===== src/rtl/trip_seq_pkg.sv =====
package trip_seq_pkg;
  typedef enum logic [1:0] {
    ST_IDLE = 2'd0,
    ST_WAIT = 2'd1,
    ST_TRIP = 2'd2
  } seq_state_t;
endpackage


===== src/rtl/trip_score_cmp.sv =====
// Strict greater-than comparison of a score against a fixed threshold.
module trip_score_cmp #(
  parameter int SCORE_W = 16,
  parameter int THRESH  = 58981
) (
  input  logic [SCORE_W-1:0] score,
  output logic               over
);
  localparam logic [SCORE_W-1:0] THR = SCORE_W'(THRESH);
  assign over = (score > THR);
endmodule


===== src/rtl/trip_watchdog.sv =====
// Counts waiting cycles; expire is high in the last allowed cycle when no score is accepted.
module trip_watchdog #(
  parameter int TIMEOUT_CYC = 4096
) (
  input  logic clk,
  input  logic rst,
  input  logic run,
  input  logic restart,
  output logic expire
);
  localparam int CW = $clog2(TIMEOUT_CYC + 1);
  localparam logic [CW-1:0] LAST = CW'(TIMEOUT_CYC - 1);

  logic [CW-1:0] cnt;

  always_ff @(posedge clk) begin
    if (rst || restart) cnt <= '0;
    else if (run)       cnt <= cnt + 1'b1;
  end

  assign expire = run && (cnt == LAST);
endmodule


===== src/rtl/seg_trip_sequencer.sv =====
module seg_trip_sequencer
  import trip_seq_pkg::*;
#(
  parameter int SCORE_W     = 16,
  parameter int NUM_SEG     = 3,
  parameter int THRESH      = 58981,
  parameter int TIMEOUT_CYC = 4096,
  localparam int SEG_W      = $clog2(NUM_SEG + 1)
) (
  input  logic               clk,
  input  logic               rst,
  input  logic               start_i,
  input  logic               score_valid_i,
  input  logic [SEG_W-1:0]   score_seg_i,
  input  logic [SCORE_W-1:0] score_i,
  output logic               trip_o,
  output logic               fault_o,
  output logic               extern_o,
  output logic               timeout_o,
  output logic [SEG_W-1:0]   trip_seg_o
);
  localparam logic [SEG_W-1:0] FINAL_SEG = SEG_W'(NUM_SEG);

  seq_state_t       state;
  logic [SEG_W-1:0] exp_seg;
  logic [NUM_SEG-1:0] seg_hit;
  logic             accept;
  logic             over;
  logic             expire;

  // One decoder per segment: hit when the strobe carries the expected index.
  for (genvar s = 0; s < NUM_SEG; s++) begin : g_seg
    assign seg_hit[s] = score_valid_i
                        && (score_seg_i == SEG_W'(s + 1))
                        && (exp_seg == SEG_W'(s + 1));
  end

  assign accept = (state == ST_WAIT) && (|seg_hit);

  trip_score_cmp #(.SCORE_W(SCORE_W), .THRESH(THRESH)) u_cmp (
    .score (score_i),
    .over  (over)
  );

  trip_watchdog #(.TIMEOUT_CYC(TIMEOUT_CYC)) u_wdog (
    .clk     (clk),
    .rst     (rst),
    .run     ((state == ST_WAIT) && !accept),
    .restart ((state != ST_WAIT) || accept),
    .expire  (expire)
  );

  always_ff @(posedge clk) begin
    if (rst) begin
      state      <= ST_IDLE;
      exp_seg    <= '0;
      trip_o     <= 1'b0;
      fault_o    <= 1'b0;
      extern_o   <= 1'b0;
      timeout_o  <= 1'b0;
      trip_seg_o <= '0;
    end else begin
      case (state)
        ST_IDLE: begin
          if (start_i) begin
            state     <= ST_WAIT;
            exp_seg   <= SEG_W'(1);
            extern_o  <= 1'b0;
            timeout_o <= 1'b0;
          end
        end
        ST_WAIT: begin
          if (accept) begin
            if (over) begin
              state      <= ST_TRIP;
              trip_o     <= 1'b1;
              fault_o    <= 1'b1;
              trip_seg_o <= exp_seg;
            end else if (exp_seg == FINAL_SEG) begin
              state    <= ST_IDLE;
              exp_seg  <= '0;
              extern_o <= 1'b1;
            end else begin
              exp_seg <= exp_seg + 1'b1;
            end
          end else if (expire) begin
            state     <= ST_IDLE;
            exp_seg   <= '0;
            timeout_o <= 1'b1;
          end
        end
        default: state <= ST_TRIP;
      endcase
    end
  end
endmodule


===== config.mk =====
export PLATFORM = sky130hd
export DESIGN_NAME = seg_trip_sequencer
export DESIGN_NICKNAME = d
export VERILOG_FILES = /design/src/rtl/trip_seq_pkg.sv /design/src/rtl/trip_score_cmp.sv /design/src/rtl/trip_watchdog.sv /design/src/rtl/seg_trip_sequencer.sv
export SDC_FILE = /design/constraint.sdc
export NUM_CORES = 1
export LEC_CHECK = 0
export ABC_CLOCK_PERIOD_IN_PS = 2000
export BUFFER_PORTS_ARGS = -buffer_cell sky130_fd_sc_hd__buf_2
export CAP_MARGIN = 0
export CORE_UTILIZATION = 46
export CTS_CLUSTER_DIAMETER = 120
export DETAILED_ROUTE_END_ITERATION = 10
export PLACE_DENSITY = 0.86
export SLEW_MARGIN = 20
export SYNTH_ARGS = -nofsm -noshare
export SYNTH_HDL_FRONTEND = slang
export SYNTH_SLANG_ARGS = --single-unit

===== constraint.sdc =====
create_clock -name clk -period 2 [get_ports clk]
set_clock_uncertainty 0.2 [all_clocks]
set_input_delay 0.1 -clock clk [delete_from_list [all_inputs] [get_ports clk]]
set_output_delay 0.1 -clock clk [all_outputs]
set_load 0.005 [all_outputs]

# ---- Word-level counts from Yosys, hierarchy flattened
# Cells that the tools add are included.
dict set report classes {
  add_sub_neg 2
  order_cmp 1
  eq_ne 18
  muxes 18
  reduce_logical 20
}
# op n
set op_table {}
lappend op_table {{> comparator 16 bit, second input constant} 1}
lappend op_table {{two-way mux 2 bit} 8}
lappend op_table {{adder 13 x 1 -> 13 bit, second input constant} 1}
lappend op_table {{== test 13 x 12 -> 1 bit, second input constant} 1}
lappend op_table {{inequality test 2 bit, second input constant} 6}
lappend op_table {{logical AND 1 bit} 9}
lappend op_table {{== test 2 bit, second input constant} 4}
lappend op_table {{one-hot mux 2 bit (2 select lines)} 2}
lappend op_table {{AND reduction 4 bit} 2}
lappend op_table {{== test 2 x 1 -> 1 bit, second input constant} 3}
lappend op_table {{two-way mux 1 bit} 6}
lappend op_table {{inequality test 3 bit, second input constant} 2}
lappend op_table {{AND reduction 3 bit} 2}
lappend op_table {{AND reduction 5 bit} 1}
lappend op_table {{inequality test 4 bit, second input constant} 1}
lappend op_table {{one-hot mux 1 bit (2 select lines)} 2}
lappend op_table {{OR reduction 3 bit} 1}
lappend op_table {{adder 2 x 1 -> 2 bit, second input constant} 1}
lappend op_table {{zero test 2 bit} 1}
lappend op_table {{logical OR 1 bit} 2}
lappend op_table {{inequality test 2 x 1 -> 1 bit, second input constant} 1}
lappend op_table {{nonzero test 2 bit} 1}
lappend op_table {{zero test 1 bit} 1}
dict set report totals {
  reg_bits 22
  inputBits 22
  output_inout_bits 6
  elab_cells 66
}

# ---- Depth between registers and ports, before layout
# Gate-level depths: netlist of run 1.
dict set report logic_depth {
  ltp_word 11
  depth_mapped 8
  ltp_nobuf 7
}

# ---- Cells and area by module
# A second synthesis of run 1 with hierarchy kept.
dict set report hier_totals {
  hier_cells 129
  hier_area_um2 1124.8
}
# mod n_inst cells_each area_each_um2 seq_area_each_um2
set modules_own_cells {}
lappend modules_own_cells {trip_watchdog 1 66 586.8 260.2}
lappend modules_own_cells {seg_trip_sequencer 1 57 498.0 180.2}
lappend modules_own_cells {trip_score_cmp 1 6 40.0 0.0}

# ---- Worst setup path after synthesis of run 1
# Ideal clock, no wire load.
dict set report synth_path {
  kind {register to register}
  from {reg exp_seg[0]}
  to {reg exp_seg[1]}
  setup_ns 0.084
  t_arrival_ns 1.712
  required_ns 1.716
  slack_ns 0.003
  path_stages_with_launch 8
  n_path_buf 1
  synth_period_minus_slack_ns 1.997
  cell_sequence {dfxtp_1 ha_1 mux2i_1 o21a_1 or4b_1 clkbuf_2 nor3b_4 o31ai_2}
}
dict set report synth_between {
  elab_chain_len 9
  elab_cells_between_ends 19
  classes_between {add/sub: 1; eq/ne: 5; mux: 4; reduce/logical: 9}
}
# item line_no
set synth_lines {}
lappend synth_lines {{start, declared} seg_trip_sequencer.sv:25} ;# logic [SEG_W-1:0] exp_seg;
lappend synth_lines {{start signal, assigned} seg_trip_sequencer.sv:84} ;# exp_seg <= exp_seg + 1'b1;
lappend synth_lines {{== test 2 x 1 -> 1 bit (tied with other cells)} seg_trip_sequencer.sv:35} ;# && (exp_seg == SEG_W'(s + 1));
lappend synth_lines {{logical AND 1 bit} seg_trip_sequencer.sv:35}
lappend synth_lines {{OR reduction 3 bit} seg_trip_sequencer.sv:38} ;# assign accept = (state == ST_WAIT) && (|seg_hit);
lappend synth_lines {{logical AND 1 bit} seg_trip_sequencer.sv:38}
lappend synth_lines {{zero test 1 bit} seg_trip_sequencer.sv:48} ;# .run ((state == ST_WAIT) && !accept),
lappend synth_lines {{logical AND 1 bit} seg_trip_sequencer.sv:48}
lappend synth_lines {{logical AND 1 bit} trip_watchdog.sv:21} ;# assign expire = run && (cnt == LAST);
lappend synth_lines {{inequality test 3 bit (no line)} -}
lappend synth_lines {{AND reduction 4 bit (no line)} -}
# Parallel ways exist; a longest one is shown, timed or not. The select of a mux whose other input is x is not followed.
# A chain may end at the register's enable or synchronous reset.

# ---- Final worst setup path of run 1
# Same ends and word-level chain as after synthesis.

==> results.cfg, run 1 <==
[detailed_routing]
routedWlPerCell_um = 11.93
vias = 1009
via_per_inst = 5.201
post-route-drc-count = 0
drt_iter0_drc = 6
dr.pass1.iters = 4
routed_wl_um = 2315
ant_nets = 0

[clock_network]
numCtsBuffers = 3
clk_pin_slew_worst_paths_ns = 0.11
cts.sinks = 22
cts_tree = yes
worstSkewPairLatency_ns = 0.31
cts_root_buf = clkbuf_4
cts_buffer_depth = 2
htreeDepth = 1

[grt]
grt_usage_pct = 19.91
gr-total-overflow = 0
antenna_found_initial = 0
grt_pass1_vias = 999
grt_pass1_wl_um = 3850
grt_start_max_net_pins = 15

[power]
power.density_nw_per_um2 = 574.7
vdd_ir_drop_max_uv = 431.8
power_frac_comb_pct = 13.4
netSwitchingPower_uw = 195.6
power_uw = 810.4
swShare_pct = 24.14
intPower_uw = 614.8
cellLeakagePower_nw = 0.5525
p_seq_share_pct = 56.5
clkPwrFrac_pct = 30.2

[yosys]
synth_area_per_cell_um2 = 8.380
ys.flop_type = dfxtp_1
synth_area_leaders = dfxtp_1 41%, nor2_1 6.9%, xnor2_1 6.5%
synthArstFlopShare_pct = 0
syn-num-nets = 155
ys_ff_latch = 22
yosys.area.top_type = dfxtp_1
yosysUniqueCellTypes = 34
synth_top_area_share_pct = 40.74
synth-edff-count = 0
synth.yosys.warnings = 0
synthCells = 129
synth_area_um2 = 1081
ys_seq_area_share_pct = 40.74

[worst_setup_path]
path_depth = 7
worst-path-max-fanout = 4
cp_slowest_cell = or4b_4
reg2reg_to = exp_seg[1]
path_class = reg2reg
worstPathCellList = inv_4, ha_4, mux2i_2, o21a_1, or4b_4, nor3b_4, o31ai_2
crit_required_ns = 2.03
cp.arrival_ns = 2.05
critPathTopFamily = simple AND/OR/NAND/NOR gates
reg2reg_depth = 7
r2r_slack_ns = -0.02
cp-start-kind = flop
worst_r2r_startpoint = exp_seg[0]
endpoint_kind = flop
cp_slowest_stage_delay_ns = 0.52
path_buf_inv = 1

[hold_path]
whs_path_depth = 5
min_to = exp_seg[1]
min-delay-start = score_valid_i
min_path_type = in2reg

[floorplan]
core_area_um2 = 2212
die_h_um = 50.48
num_rows = 17
io_pins = 28
die_w_um = 50.48
initial_core_util_pct = 48.87
dieArea_um2 = 2548

[timing]
setup_tns_ns = -0.03824
hold_viol = 0
timing.final.crit_share_pct = 101.1
max_freq_ghz = 0.4944
finalCriticalPeriod_ns = 2.022
worst_pin_slew_ns = 0.4598
slew_violations = 0
fin_ws_ns = -0.02246
rsz0062_at_grt = true
setup_viol = 4
max_slew_margin_pct = 69.02

[placement]
hpwl_um = 1682
io_buffers = 26
dpl_worst_slack_ns = -0.08390
gp_congestion = 0.7964

[layout]
synthToLayoutAreaGrowth_pct = 30.44
drive_gt1_share_pct = 30.72
fin_util_pct = 63.74
nNetsFinal = 193
final_common_cell = buf_2
mostFrequentLayoutCells = 26 x buf_2, 20 x nor2_1, 20 x dfxtp_1, 9 x nand2_1
antenna_cells = 0

[status]
violations = negative setup slack
status = complete, but fails checks

[run]
maxCapViolCount = 0
cell families (layout without fill, tap and decap cells):
logic type | count (synthesis) | after routing | share of synthesized area [%]
compound gates | 20 | 20 | 11.57
xor+xnor | 9 | 9 | 7.292
fa+ha+maj | 4 | 4 | 4.630
buf+inv | 14 | 51 | 5.325
flops | 22 | 22 | 40.74
mux | 4 | 4 | 3.704
simple gates | 56 | 56 | 26.74
worst reg2reg max path, delay by kind of cell, from the launching register on:
family / cells / cell delay, ns
and+or+nand+nor: 2 / 0.70
muxes: 1 / 0.07
adders and majority gates: 1 / 0.12
buffers and inverters: 1 / 0.07
AOI/OAI and AO/OA: 2 / 0.39
DFF: 1 / 0.39
power groups by stage:
| stage | Clock [mW] | Sequential (mW) | Combinational, mW |
|---|---|---|---|
| finish | 0.244 | 0.458 | 0.108 |
| CTS | 0.251 | 0.459 | 0.103 |
| global placement | 0 | 0.463 | 0.0877 |
| floorplan | 0 | 0.463 | 0.0516 |
| global route | 0.266 | 0.460 | 0.122 |
| detailed placement | 0 | 0.465 | 0.0911 |
metal layers:
metal  part of all wire, %  wire, µm  up-vias  GRT usage, %
met4                   1.3        30        0         9.259
met1                    41       960      464         19.85
met2                    53      1236       27         40.00
met5                     0         0        -             0
li1                      -         -      516             -
met3                   3.8        87        2         2.121
flip-flops by register name, indices dropped and copies added, names as in the netlist:
register,cells
fault_o,1
timeout_o,1
exp_seg,2
state,2
extern_o,1
trip_seg_o,2
u_wdog.cnt,13
final cells by class:
class                      instances  area, µm²
fill                             195      802.0
sequential                        22      447.9
multi-input combinational         93      626.9
inverter                          10      40.04
tap                               28      35.03
clock buffer                       4      36.28
timing repair buffer              37      224.0
how the worst max path moves through the flow:
stage                from       endpoint  slack, ns
6_report       exp_seg[0]     exp_seg[1]      -0.02
5_1_grt        exp_seg[0]  trip_seg_o[0]      -0.07
4_1_cts        exp_seg[0]     exp_seg[1]      0.002
3_5_place_dp   exp_seg[0]  trip_seg_o[1]      -0.08
3_3_place_gp   exp_seg[0]  trip_seg_o[0]      -0.02
2_1_floorplan  exp_seg[0]     exp_seg[1]      0.003
per-stage QoR:
stage	hold WS (ns)	cell area, µm²	cells
detailed placement	0.2051	1264	184
global route	0.06224	1410	194
global placement	0.1939	1264	184
CTS	0.01472	1378	192
floorplan	0.06959	1081	129
finish	0.02800	1410	194
cells in the mapped netlist (2+ instances only):
master / n
ha_1: 4
nor2_1: 20
or3_1: 2
xnor2_1: 8
and3_1: 2
nand2b_1: 2
o21ai_0: 5
inv_1: 10
a31oi_1: 2
a21oi_1: 6
mux2i_1: 4
nor4_1: 2
clkbuf_1: 2
nor3_1: 3
nand3b_1: 2
nand4_1: 3
nand3_1: 6
nand2_1: 9
dfxtp_1: 22
repair_timing:
| item | in CTS | in global routing |
|---|---|---|
| hold buffers | 3 | 0 |
| gates resized for setup | 11 | 6 |
| buffers inserted | 1 | 2 |
| endpoints found under the hold margin | 9 | 0 |
| setup endpoints to repair | 5 | 6 |
| cloned | 0 | 0 |
No activity file was read; power rests on OpenSTA's default activity.
==> run 2: changes to the inputs <==
--- a/config.mk
+++ b/config.mk
@@ -11,7 +11,7 @@
 export CORE_UTILIZATION = 46
 export CTS_CLUSTER_DIAMETER = 120
 export DETAILED_ROUTE_END_ITERATION = 10
-export PLACE_DENSITY = 0.86
+export PLACE_DENSITY = 0.74
 export SLEW_MARGIN = 20
 export SYNTH_ARGS = -nofsm -noshare
 export SYNTH_HDL_FRONTEND = slang
==> run 2 against run 1 <==
Highest routed layer unchanged. Wire length about the same. Sequential cell count is the same. Largest power group unchanged. The run now ends clean. First-iteration DRC count rose to 3.3 times the previous value. Core utilization is 1.6 points lower.
==> results.cfg, run 2 (synthesis results as in run 1) <==
[power]
cellLeakagePower_nw = 0.5515
power.density_nw_per_um2 = 547.9
vdd_ir_drop_max_uv = 508.4

[grt]
grt_pass1_vias = 982
antenna_found_initial = 0
grt_start_max_net_pins = 12
grt_pass1_wl_um = 3836
gr-total-overflow = 0
grt_usage_pct = 20.03

[timing]
timing.final.crit_share_pct = 99.49
finalCriticalPeriod_ns = 1.990
setup_viol = 0
rsz0062_at_grt = true
hold_slack_ns = 0.01892
max_slew_margin_pct = 72.22
max_freq_ghz = 0.5026
hold_viol = 0
slew_violations = 0
worst_pin_slew_ns = 0.4123

[floorplan]
core_area_um2 = 2212
die_h_um = 50.48
io_pins = 28
dieArea_um2 = 2548
num_rows = 17
die_w_um = 50.48
initial_core_util_pct = 48.87

[worst_setup_path]
crit_required_ns = 2.00
cp_slowest_stage_delay_ns = 0.50
cp_slowest_cell = or4b_4
endpoint_kind = flop
path_buf_inv = 2
critPathTopFamily = simple AND/OR/NAND/NOR gates
cp-start-kind = flop
r2r_slack_ns = 0.01
cp.arrival_ns = 1.99
worstPathCellList = inv_2, ha_2, nand3b_1, o21a_1, or4b_4, buf_6, mux2i_1, nor2_1
path_class = reg2reg
worst-path-max-fanout = 4

[detailed_routing]
dr.pass1.iters = 4
via_per_inst = 5.274
vias = 1002
routedWlPerCell_um = 12.19
routed_wl_um = 2317
post-route-drc-count = 0
ant_nets = 0
drt_iter0_drc = 20

[placement]
gp_congestion = 0.7874
io_buffers = 26
hpwl_um = 1745

[clock_network]
cts.sinks = 22
worstSkewPairLatency_ns = 0.30
clk_pin_slew_worst_paths_ns = 0.11
cts_buffer_depth = 2
cts_root_buf = clkbuf_4
htreeDepth = 1
numCtsBuffers = 3
cts_tree = yes

[layout]
fillers = 198
largest-register = u_wdog.cnt
final_common_cell = buf_2
synthToLayoutAreaGrowth_pct = 27.08
mostFrequentLayoutCells = 26 x buf_2, 20 x nor2_1, 20 x dfxtp_1, 9 x nand2_1
antenna_cells = 0
largest_reg_flops = 13
nNetsFinal = 190
fin_util_pct = 62.10
drive_gt1_share_pct = 28.40

[hold_path]
min_path_type = in2reg

[status]
status = complete, no violations

[run]
maxCapViolCount = 0
[run 2: changes by cell type in the layout (fill, tap and decap cells not counted), sizes merged]
cell and delta:
buf -2, clkbuf -1, dlygate4sd3 -1
[run 2: repair_timing]
item,in CTS,in global routing
hold buffers,1,1
resized for setup,4,12
hold endpoints to repair,8,6
setup buffers,0,0
endpoints found under the setup margin,5,4
[run 2: path summary, 6_finish.rpt]
kind,to,cells after the start,start
worst min-delay path,exp_seg[0],5,score_valid_i
worst max register to register,trip_seg_o[0],8,exp_seg[1]
worst max-delay path,trip_seg_o[0],8,exp_seg[1]
worst min register to register,u_wdog.cnt[0],1,u_wdog.cnt[0]
[run 2: layer usage]
| layer | GRT usage, % | wire [µm] |
|---|---|---|
| met5 | 0 | 0 |
| met4 | 5.093 | 9 |
| met3 | 6.970 | 94 |
| met2 | 38.00 | 1303 |
| met1 | 20.56 | 910 |
[run 2: worst min-delay path, stage by stage]
cell,delay [ns]
buf_2,0.12
nand3_1,0.07
o21ai_0,0.07
nand2_1,0.07
mux2i_1,0.06
[run 2: area by class of cell]
type	count	area [µm²]	area share (%)
clock buffer	3	22.52	1.639
inverter	10	40.04	2.914
multi-input combinational	93	629.4	45.81
sequential	22	447.9	32.60
tap	28	35.03	2.550
timing repair buffer	34	198.9	14.48
[run 2: metrics by stage]
step | power (mW) | std cells | setup TNS (ns) | setup slack [ns] | cell area [µm²]
after detailed placement | 0.5586 | 185 | -0.2232 | -0.09613 | 1271
final | 0.7528 | 190 | 0 | 0.01024 | 1374
after floorplan | 0.5147 | 129 | 0 | 0.003156 | 1081
after global routing | 0.7925 | 190 | -0.1911 | -0.06634 | 1374
after CTS | 0.7546 | 189 | -0.01134 | -0.01134 | 1314
after global placement | 0.5552 | 185 | 0 | 0.008631 | 1271
[run 2: report_power, final]
group / leakage, nW / switching (mW) / internal, mW / total (mW)
registers: 0.179 / 0.0113 / 0.446 / 0.457
logic: 0.358 / 0.0497 / 0.0528 / 0.103
clock network: 0.0138 / 0.123 / 0.0702 / 0.193
total: 0.552 / 0.184 / 0.569 / 0.753
